==> config.mk <==
export PLATFORM = sky130hd
export DESIGN_NAME = fs4_if_mixer
export DESIGN_NICKNAME = d
export VERILOG_FILES = /design/src/rtl/fs4_if_mixer.sv
export SDC_FILE = /design/constraint.sdc
export NUM_CORES = 1
export LEC_CHECK = 0
export ABC_AREA = 1
export CAP_MARGIN = 10
export CORE_ASPECT_RATIO = 1.1
export CORE_MARGIN = 5
export CORE_UTILIZATION = 44
export CTS_BUF_LIST = sky130_fd_sc_hd__clkbuf_2 sky130_fd_sc_hd__clkbuf_4 sky130_fd_sc_hd__clkbuf_8
export DETAILED_ROUTE_END_ITERATION = 8
export GPL_TIMING_DRIVEN = 0
export PLACE_DENSITY = 0.71
export SYNTH_ARGS = -nofsm -noshare
export SYNTH_HDL_FRONTEND = slang
export SYNTH_SLANG_ARGS = --single-unit
==> constraint.sdc <==
create_clock -name clk -period 2.2 [get_ports clk]
set_input_delay 0.33 -clock clk [delete_from_list [all_inputs] [get_ports clk]]
set_output_delay 0.33 -clock clk [all_outputs]
set_load 0.02 [all_outputs]
==> src/rtl/fs4_if_mixer.sv <==
module fs4_if_mixer #(
  parameter int DW = 24
) (
  input  logic                 clk,
  input  logic                 rst_n,
  input  logic                 in_valid,
  input  logic signed [DW-1:0] i_in,
  input  logic signed [DW-1:0] q_in,
  output logic signed [DW-1:0] if_out,
  output logic                 if_valid,
  output logic [1:0]           lo_cos,
  output logic [1:0]           lo_sin
);

  localparam logic signed [DW-1:0] SMAX = {1'b0, {(DW-1){1'b1}}};
  localparam logic signed [DW-1:0] SMIN = {1'b1, {(DW-1){1'b0}}};
  localparam logic [1:0] LO_POS  = 2'b01;
  localparam logic [1:0] LO_ZERO = 2'b00;
  localparam logic [1:0] LO_NEG  = 2'b11;

  logic [1:0]           ph;
  logic signed [DW-1:0] i_neg, q_neg, mix;
  logic [1:0]           cos_n, sin_n;

  assign i_neg = (i_in == SMIN) ? SMAX : -i_in;
  assign q_neg = (q_in == SMIN) ? SMAX : -q_in;

  assign cos_n = (ph == 2'd0) ? LO_POS : (ph == 2'd2) ? LO_NEG : LO_ZERO;
  assign sin_n = (ph == 2'd1) ? LO_POS : (ph == 2'd3) ? LO_NEG : LO_ZERO;

  always_comb begin
    case (ph)
      2'd0:    mix = i_in;
      2'd1:    mix = q_neg;
      2'd2:    mix = i_neg;
      default: mix = q_in;
    endcase
  end

  always_ff @(posedge clk or negedge rst_n) begin
    if (!rst_n) begin
      ph       <= 2'd0;
      if_valid <= 1'b0;
      if_out   <= '0;
      lo_cos   <= LO_ZERO;
      lo_sin   <= LO_ZERO;
    end else begin
      if_valid <= in_valid;
      if (in_valid) begin
        ph     <= ph + 2'd1;
        if_out <= mix;
        lo_cos <= cos_n;
        lo_sin <= sin_n;
      end
    end
  end

  logic [1:0] lo_idx;
  assign lo_idx = {(lo_cos == LO_NEG) || (lo_sin == LO_NEG), lo_sin != LO_ZERO};

  a_r2_valid_follows: assert property (@(posedge clk) disable iff (!rst_n)
    in_valid |=> if_valid);
  a_r2_idle_follows: assert property (@(posedge clk) disable iff (!rst_n)
    !in_valid |=> !if_valid);
  a_r5_hold_on_gap: assert property (@(posedge clk) disable iff (!rst_n)
    !in_valid |=> ($stable(if_out) && $stable(lo_cos) && $stable(lo_sin)));
  a_r3_one_active: assert property (@(posedge clk) disable iff (!rst_n)
    if_valid |-> (((lo_cos == LO_ZERO) != (lo_sin == LO_ZERO))
                  && lo_cos != 2'b10 && lo_sin != 2'b10));
  a_r3_phase_step: assert property (@(posedge clk) disable iff (!rst_n)
    if_valid |-> (ph == lo_idx + 2'd1));
  a_r4_pass_i: assert property (@(posedge clk) disable iff (!rst_n)
    (in_valid && ph == 2'd0) |=> (if_out == $past(i_in)));
  a_r4_pass_q: assert property (@(posedge clk) disable iff (!rst_n)
    (in_valid && ph == 2'd3) |=> (if_out == $past(q_in)));
  a_r6_no_wrap: assert property (@(posedge clk) disable iff (!rst_n)
    (in_valid && ((ph == 2'd2 && i_in == SMIN) || (ph == 2'd1 && q_in == SMIN)))
      |=> (if_out == SMAX));

endmodule

# == Word-level counts from Yosys, hierarchy flattened ==
# Cells that the tools add are included.
# op_classes
multipliers,0
n_addsub,3
n_div,0
bitwise_logic,0
magnitude_cmp,0
shifts,0
n_reduce_logical,1
n_eq_ne,5
mux,7
# op_table
op,count
one-hot mux 24 bit (3 select lines),1
== test 24 bit (second input constant),2
2-to-1 mux 24 bit,2
negation 24 bit,2
2-to-1 mux 2 bit,4
== test 2 bit (second input constant),2
adder 2 x 1 -> 2 bit (second input constant),1
== test 2 x 1 -> 1 bit (second input constant),1
logical NOT 2 bit,1
# word_totals
word_cells,21
n_memories,0
ram_bits,0
inputBits,51
output_inout_bits,29
rom_bits,0
reg_bits,31
latchBits,0

# == Longest topological paths before layout ==
# Gate-level depths: netlist of the first run.
# logic_depth
depth_word,3
depth_mapped,11
ltp_nobuf,11

# == Worst setup path after synthesis of the first run ==
# Ideal clock, no wire load.
# synth_path
kind,input-to-reg
start,input q_in[0]
end,register if_out[20]
setup_time_ps,117
t_required_ps,2083
path_slack_ps,667
t_arrival_ps,1416
path_buffers,0
path_stages,11
path_cell_list,inv_1 ha_1 nand2_2 nor2_8 nand3_4 nand2_1 nand3_1 nand2_1 nand3_1 nand2_1 nand2_1
# synth_via
elab_chain_cells,3
word_cells_on_any_way,4
classes_between,1 x add/sub; 1 x eq/ne; 2 x mux
# synth_rtl
element,line_no,rtl
from (decl),8,"input logic signed [DW-1:0] q_in,"
negation 24 bit or == test 24 bit (tied branches),26,assign q_neg = (q_in == SMIN) ? SMAX : -q_in;
2-to-1 mux 24 bit *,26,
one-hot mux 24 bit (3 select lines) *,32,case (ph)
to (signal assigned),51,if_out <= mix;
to (decl),9,"output logic signed [DW-1:0] if_out,"
# Mark *: on every way between the ends. The rest lies on a longest branch, timed or not.
# A chain may end at the register's enable or synchronous reset.

# == Worst setup path after layout of the first run ==
# layout_path
start,input i_in[10]
end,register if_out[13]
# layout_via
elab_chain_cells,3
word_cells_on_any_way,4
classes_between,1 x add/sub; 1 x eq/ne; 2 x mux
# layout_rtl
element,line_no,rtl
from (decl),7,"input logic signed [DW-1:0] i_in,"
negation 24 bit or == test 24 bit (tied branches),25,assign i_neg = (i_in == SMIN) ? SMAX : -i_in;
2-to-1 mux 24 bit *,25,
one-hot mux 24 bit (3 select lines) *,32,
# Marked as above.

==> results_dict.tcl, run 1 <==
set metrics [dict create \
    cts_inserted_buffers 5 \
    worst_ir_drop_vdd_mv 0.593 \
    worstPathBufferInverterCount 1 \
    synth_ff_type "dfrtp_1" \
    gr-usage-all-layers_pct 24.7 \
    n_antenna_cell 0 \
    num_io_pins 80 \
    fp-row-count 33 \
    syn_nets 624 \
    dieArea_sq_mm 0.00942 \
    synthesis.area_sq_mm 0.00333 \
    start_util_pct 44.8 \
    synth-edff-count 0 \
    synth_seq_cells 31 \
    clk_latency_ns 0.28 \
    die_width_um 93.0 \
    min_path_type "primary input to async pin" \
    finalCoreUtilization_pct 58.9 \
    clkTransAtPathRegs_ns 0.07 \
    synth_commonest_cells "nand2_1, nor2_1, nand3_1" \
    period_share_pct 96.7 \
    rsz0062_at_grt "no" \
    multi_input_area_sq_mm 0.00229 \
    fp.coreArea_sq_mm 0.00743 \
    drive_gt1_share_pct 5.80 \
    wl_per_cell_um 15.8 \
    max_stage_delay_ns 0.49 \
    drt_first_pass_iters 5 \
    ys_seq_area_share_pct 23.3 \
    routed_wl_um 11700 \
    htree_levels 2 \
    grt_pass1_wl_um 18600 \
    cts_hold_buf 0 \
    ff_latch_area_sq_um 776 \
    max_cap_viol_count 0 \
    syn_to_final_growth_pct 31.4 \
    fin_crit_ns 2.13 \
    worstPathCellList "clkdlybuf4s50_1 -> nor2_1 -> nand2_1 -> nor3_1 -> nand2_1 -> nand3_1 -> nand2_1 -> o21ai_1 -> nand2_1" \
    vias 4034 \
    antenna_found_initial 0 \
    grt_pass1_vias 3783 \
    cts_tree "done" \
    fp.dieH_um 101 \
    place_area_sq_mm 0.00426 \
    critical-path-top-delay-family "simple AND/OR/NAND/NOR gates" \
    ys_types 29 \
    grt_max_degree 19 \
    grt_overflow_total 0 \
    slew_violations 0 \
    hold_slack_ns 0.473 \
    max_slew.worst_pin.slew_ns 0.709 \
    finalHoldViolCount 0 \
    end_kind "flop" \
    drt_iter0_markers 364 \
    drc 0 \
    synth_top_area_share_pct 23.3 \
    dp_cells 734 \
    ant_nets 0 \
    slowest_stage "clkdlybuf4s50_1" \
    outcome "complete, no violations" \
    max_freq_mhz 470 \
    io_buffer_count 79 \
    fin_skew_ns 0.00682 \
    crit_required_ns 2.35 \
    finalWeightedCongestion 0.968 \
    avgViaCountPerCell 5.44 \
    crit_fanout 4 \
    ys_top_cells_by_area "dfrtp_1, nand2_1, nand3_1, nor2_1, inv_1" \
    cpMostUsedCell "nand2_1" \
    startpoint_type "primary input" \
    clockBufferDepth 2 \
    slew_headroom_pct 52.6 \
    syn-instance-count 567 \
    yosysMostFrequentCell "nand2_1" \
    async_reset_ff_share_pct 100 \
    worstSetupPathType "primary input to flop" \
    yosys_warnings 0 \
    stdcell_count 742 \
    p_per_area_mw_per_mm2 945 \
    clock_sinks 31 \
    fillerInstances 765 \
    yosysTopAreaCell "dfrtp_1" \
    hpwlAfterDp_um 9660 \
    cts_root_buffer "clkbuf_8" \
    leakage_uw 0.00211 \
    cp.arrival_ns 2.28 \
    syn_area_per_cell_sq_um 5.88 \
    finalSetupViolCount 0 \
    nNetsFinal 711 \
    fin_area_sq_mm 0.00438 \
]
-- per-layer routing --
layer / wire length, um / vias to the layer above / GRT usage (%) / share of wire [%]
met5: 0 / - / 0 / 0
met2: 5340 / 193 / 41.1 / 46
li1: - / 2008 / - / -
met3: 928 / 24 / 4.23 / 7.9
met4: 408 / 0 / 9.02 / 3.5
met1: 5020 / 1809 / 32.3 / 43
-- placed cells by master (no fill, tap or decap), types with 12 or more instances in the layout --
| cell type | n |
|---|---|
| nand2_1 | 181 |
| clkdlybuf4s50_1 | 79 |
| dfrtp_1 | 31 |
| nor2_1 | 75 |
| inv_1 | 54 |
| clkbuf_1 | 14 |
| a21oi_1 | 38 |
| o21ai_0 | 20 |
| nand3_1 | 73 |
| nand4_1 | 12 |
| xor2_1 | 16 |
-- final cells by class --
cell class,instances,share of cell area (%)
clock buffer,6,1.89
inverter,56,4.80
clock inverter,2,0.800
sequential,31,17.7
timing repair buffer,80,18.7
buffer,16,1.43
multi-input combinational,464,52.2
tap,87,2.48
-- stage by stage --
step	TNS [ns]	power [uW]	worst slack, ns
floorplan	0	2420	0.667
global placement	-1.11	3510	-0.188
detailed placement	-1.33	3540	-0.210
CTS	0	4130	0.0811
global route	0	4440	0.0291
finish	0	4140	0.0727
-- cells by family (layout without fill, tap and decap cells) --
family	count (synthesis)	in the layout	synth area share, %
buf+inv	72	160	8.18
fa+ha+maj	6	6	2.25
flops	31	31	23.3
xor+xnor	19	19	4.99
simple gates	368	368	50.4
compound gates	71	71	10.8
-- final timing paths --
check	start	end	slack, ns	cells after the start
max	i_in[10]	if_out[13]	0.07	9
min	rst_n	if_out[13]	0.47	1
max reg2reg	ph[0]	if_out[22]	0.14	6
min reg2reg	lo_sin[1]	lo_sin[1]	0.48	2
max in group asynchronous	rst_n	if_valid	1.19	2
min in group clk	lo_sin[1]	lo_sin[1]	0.48	2
-- registers in the layout, summed over array words and instances (netlist names) --
register and count:
lo_cos 2, if_out 24, lo_sin 2, ph 2
if_valid 1
-- where the power goes --
part	switching, uW	total, uW	internal (uW)
Sequential	150	984	834
Combinational	1570	2580	1000
Clock	212	578	366
-- timing repair --
action                     in CTS  in global routing
setup endpoints to repair       0                  2
resized for setup               0                  1
setup buffers                   0                  0
Note: power is estimated with default switching activity, not from simulation.
==> run 2, diff against run 1 <==
--- a/config.mk
+++ b/config.mk
@@ -11,6 +11,7 @@
 export CORE_MARGIN = 5
 export CORE_UTILIZATION = 44
 export CTS_BUF_LIST = sky130_fd_sc_hd__clkbuf_2 sky130_fd_sc_hd__clkbuf_4 sky130_fd_sc_hd__clkbuf_8
+export CTS_CLUSTER_DIAMETER = 40
 export DETAILED_ROUTE_END_ITERATION = 8
 export GPL_TIMING_DRIVEN = 0
 export PLACE_DENSITY = 0.71
==> constraint.sdc (replaced) <==
create_clock -name clk -period 2.1 [get_ports clk]
set_input_delay 0.315 -clock clk [delete_from_list [all_inputs] [get_ports clk]]
set_output_delay 0.315 -clock clk [all_outputs]
set_load 0.02 [all_outputs]
==> results_dict.tcl, run 2 (synthesis results as in run 1) <==
set metrics [dict create \
    outcome "complete, no violations" \
    p_per_area_mw_per_mm2 984 \
    largest_register_ffs 24 \
    clock_power_share_pct 14.0 \
    start_util_pct 44.8 \
    p_sw_share_pct 46.7 \
    period_share_pct 97.2 \
    grt_max_degree 19 \
    finalSetupViolCount 0 \
    die_width_um 93.0 \
    n_antenna_cell 0 \
    routed_wl_um 11700 \
    finalWeightedCongestion 0.968 \
    nNetsFinal 712 \
    fin_crit_ns 2.04 \
    dieArea_sq_mm 0.00942 \
    drive_gt1_share_pct 7.01 \
    fin_area_sq_mm 0.00441 \
    syn_to_final_growth_pct 32.4 \
    cp-startpoint "q_in[0]" \
    comb_power_share_pct 62.2 \
    drc 0 \
    worst_ir_drop_vdd_mv 0.620 \
    fp.dieH_um 101 \
    clkTransAtPathRegs_ns 0.07 \
    final_cell_mix "nand2_1, clkdlybuf4s50_1, nand3_1" \
    clk_latency_ns 0.28 \
    num_io_pins 80 \
    vias 4052 \
    rsz0062_at_grt "yes" \
    htree_levels 2 \
    clockBufferDepth 2 \
    fin_skew_ns 0.00824 \
    final_common_cell "nand2_1" \
    cp.arrival_ns 2.22 \
    antenna_found_initial 0 \
    worst_slack_ns 0.0587 \
    gr-usage-all-layers_pct 24.7 \
    place_area_sq_mm 0.00426 \
    cts_tree "done" \
    max_freq_mhz 490 \
    rrSetupSlack_ns 0.11 \
    wl_per_cell_um 15.7 \
    pre_cts_slack_ns -0.295 \
    io_buffer_count 79 \
    r2r_end "if_out[14]" \
    cts_root_buffer "clkbuf_8" \
    cts_inserted_buffers 5 \
    hpwlAfterDp_um 9660 \
    power_switching_uw 2030 \
    worstSetupPathType "primary input to flop" \
    crit_required_ns 2.28 \
    slew_headroom_pct 52.6 \
    min_path_type "primary input to async pin" \
    end_kind "flop" \
    rr_startpoint "ph[0]" \
    drt_iter0_markers 397 \
    drt_first_pass_iters 5 \
    fp.coreArea_sq_mm 0.00743 \
    ant_nets 0 \
    cts_hold_buf 0 \
    r2r_cells 6 \
    finalCoreUtilization_pct 59.4 \
    leakage_uw 0.00213 \
    max_cap_viol_count 0 \
    grt_pass1_vias 3783 \
    top_register "if_out" \
    grt_overflow_total 0 \
    clock_sinks 31 \
    startpoint_type "primary input" \
    fp-row-count 33 \
    crit_fanout 10 \
    max_slew.worst_pin.slew_ns 0.709 \
    grt_pass1_wl_um 18600 \
    slew_violations 0 \
    avgViaCountPerCell 5.45 \
    p_seq_share_pct 23.7 \
    hold_slack_ns 0.454 \
    finalHoldViolCount 0 \
    internal-power_uw 2310 \
]
[run 2: cell types whose count changed in the layout (fill, tap and decap cells not counted)]
cell / change
clkbuf_2: +2
nor2_2: +4
nor2_1: -4
nor3_1: -1
clkbuf_1: -2
buf_4: +1
nor3_4: +1
[run 2: layout make-up]
class | instances | area, sq um
sequential | 31 | 776
timing repair buffer | 81 | 826
fill | 769 | 3020
buffer | 16 | 65.1
clock buffer | 6 | 82.6
tap | 87 | 109
clock inverter | 2 | 35.0
inverter | 56 | 210
multi-input combinational | 464 | 2310
[run 2: through the flow]
| stage | TNS, ns | instances | power, uW |
|---|---|---|---|
| after floorplan | 0 | 567 | 2540 |
| after global placement | -2.92 | 733 | 3670 |
| after detailed placement | -3.22 | 734 | 3710 |
| after CTS | 0 | 742 | 4330 |
| after global routing | -0.00633 | 743 | 4660 |
| final | 0 | 743 | 4340 |
[run 2: per-layer routing]
metal,track usage (%),routed length [um]
met3,4.23,847
met2,41.1,5290
met1,32.3,5120
met4,9.02,431
met5,0,0
[run 2: power by group through the flow]
stage	Clock (uW)	Combinational (uW)	Sequential (uW)
6_report	610	2700	1030
5_1_grt	643	2950	1070
4_1_cts	614	2680	1030
3_5_place_dp	0	2670	1040
3_3_place_gp	0	2640	1030
2_1_floorplan	0	1190	1340
[run 2: critical path: stages]
cell and delay [ns]:
clkdlybuf4s50_1 0.44, inv_1 0.13, ha_1 0.22, nand2_2 0.16, nor2_8 0.24, nand3_4 0.13, nand2_1 0.09, nand3_1 0.09
nand2_1 0.09, nand3_1 0.11, nand2_1 0.13, nand2_1 0.06
[run 2: worst max-delay path by stage]
stage | endpoint | slack (ns) | cells past startpoint
after CTS | if_out[20] | 0.06 | 12
after floorplan | if_out[20] | 0.58 | 11
after global placement | if_out[14] | -0.27 | 12
after detailed placement | if_out[14] | -0.29 | 12
final | if_out[20] | 0.06 | 12
after global routing | if_out[5] | -0.006 | 11
[run 2: repair_timing]
item,in CTS,in global routing
setup endpoints to repair,1,18
buffers inserted,0,1
pin swaps,0,1
resized for setup,1,10
endpoints found under the hold margin,0,0
cloned,0,0
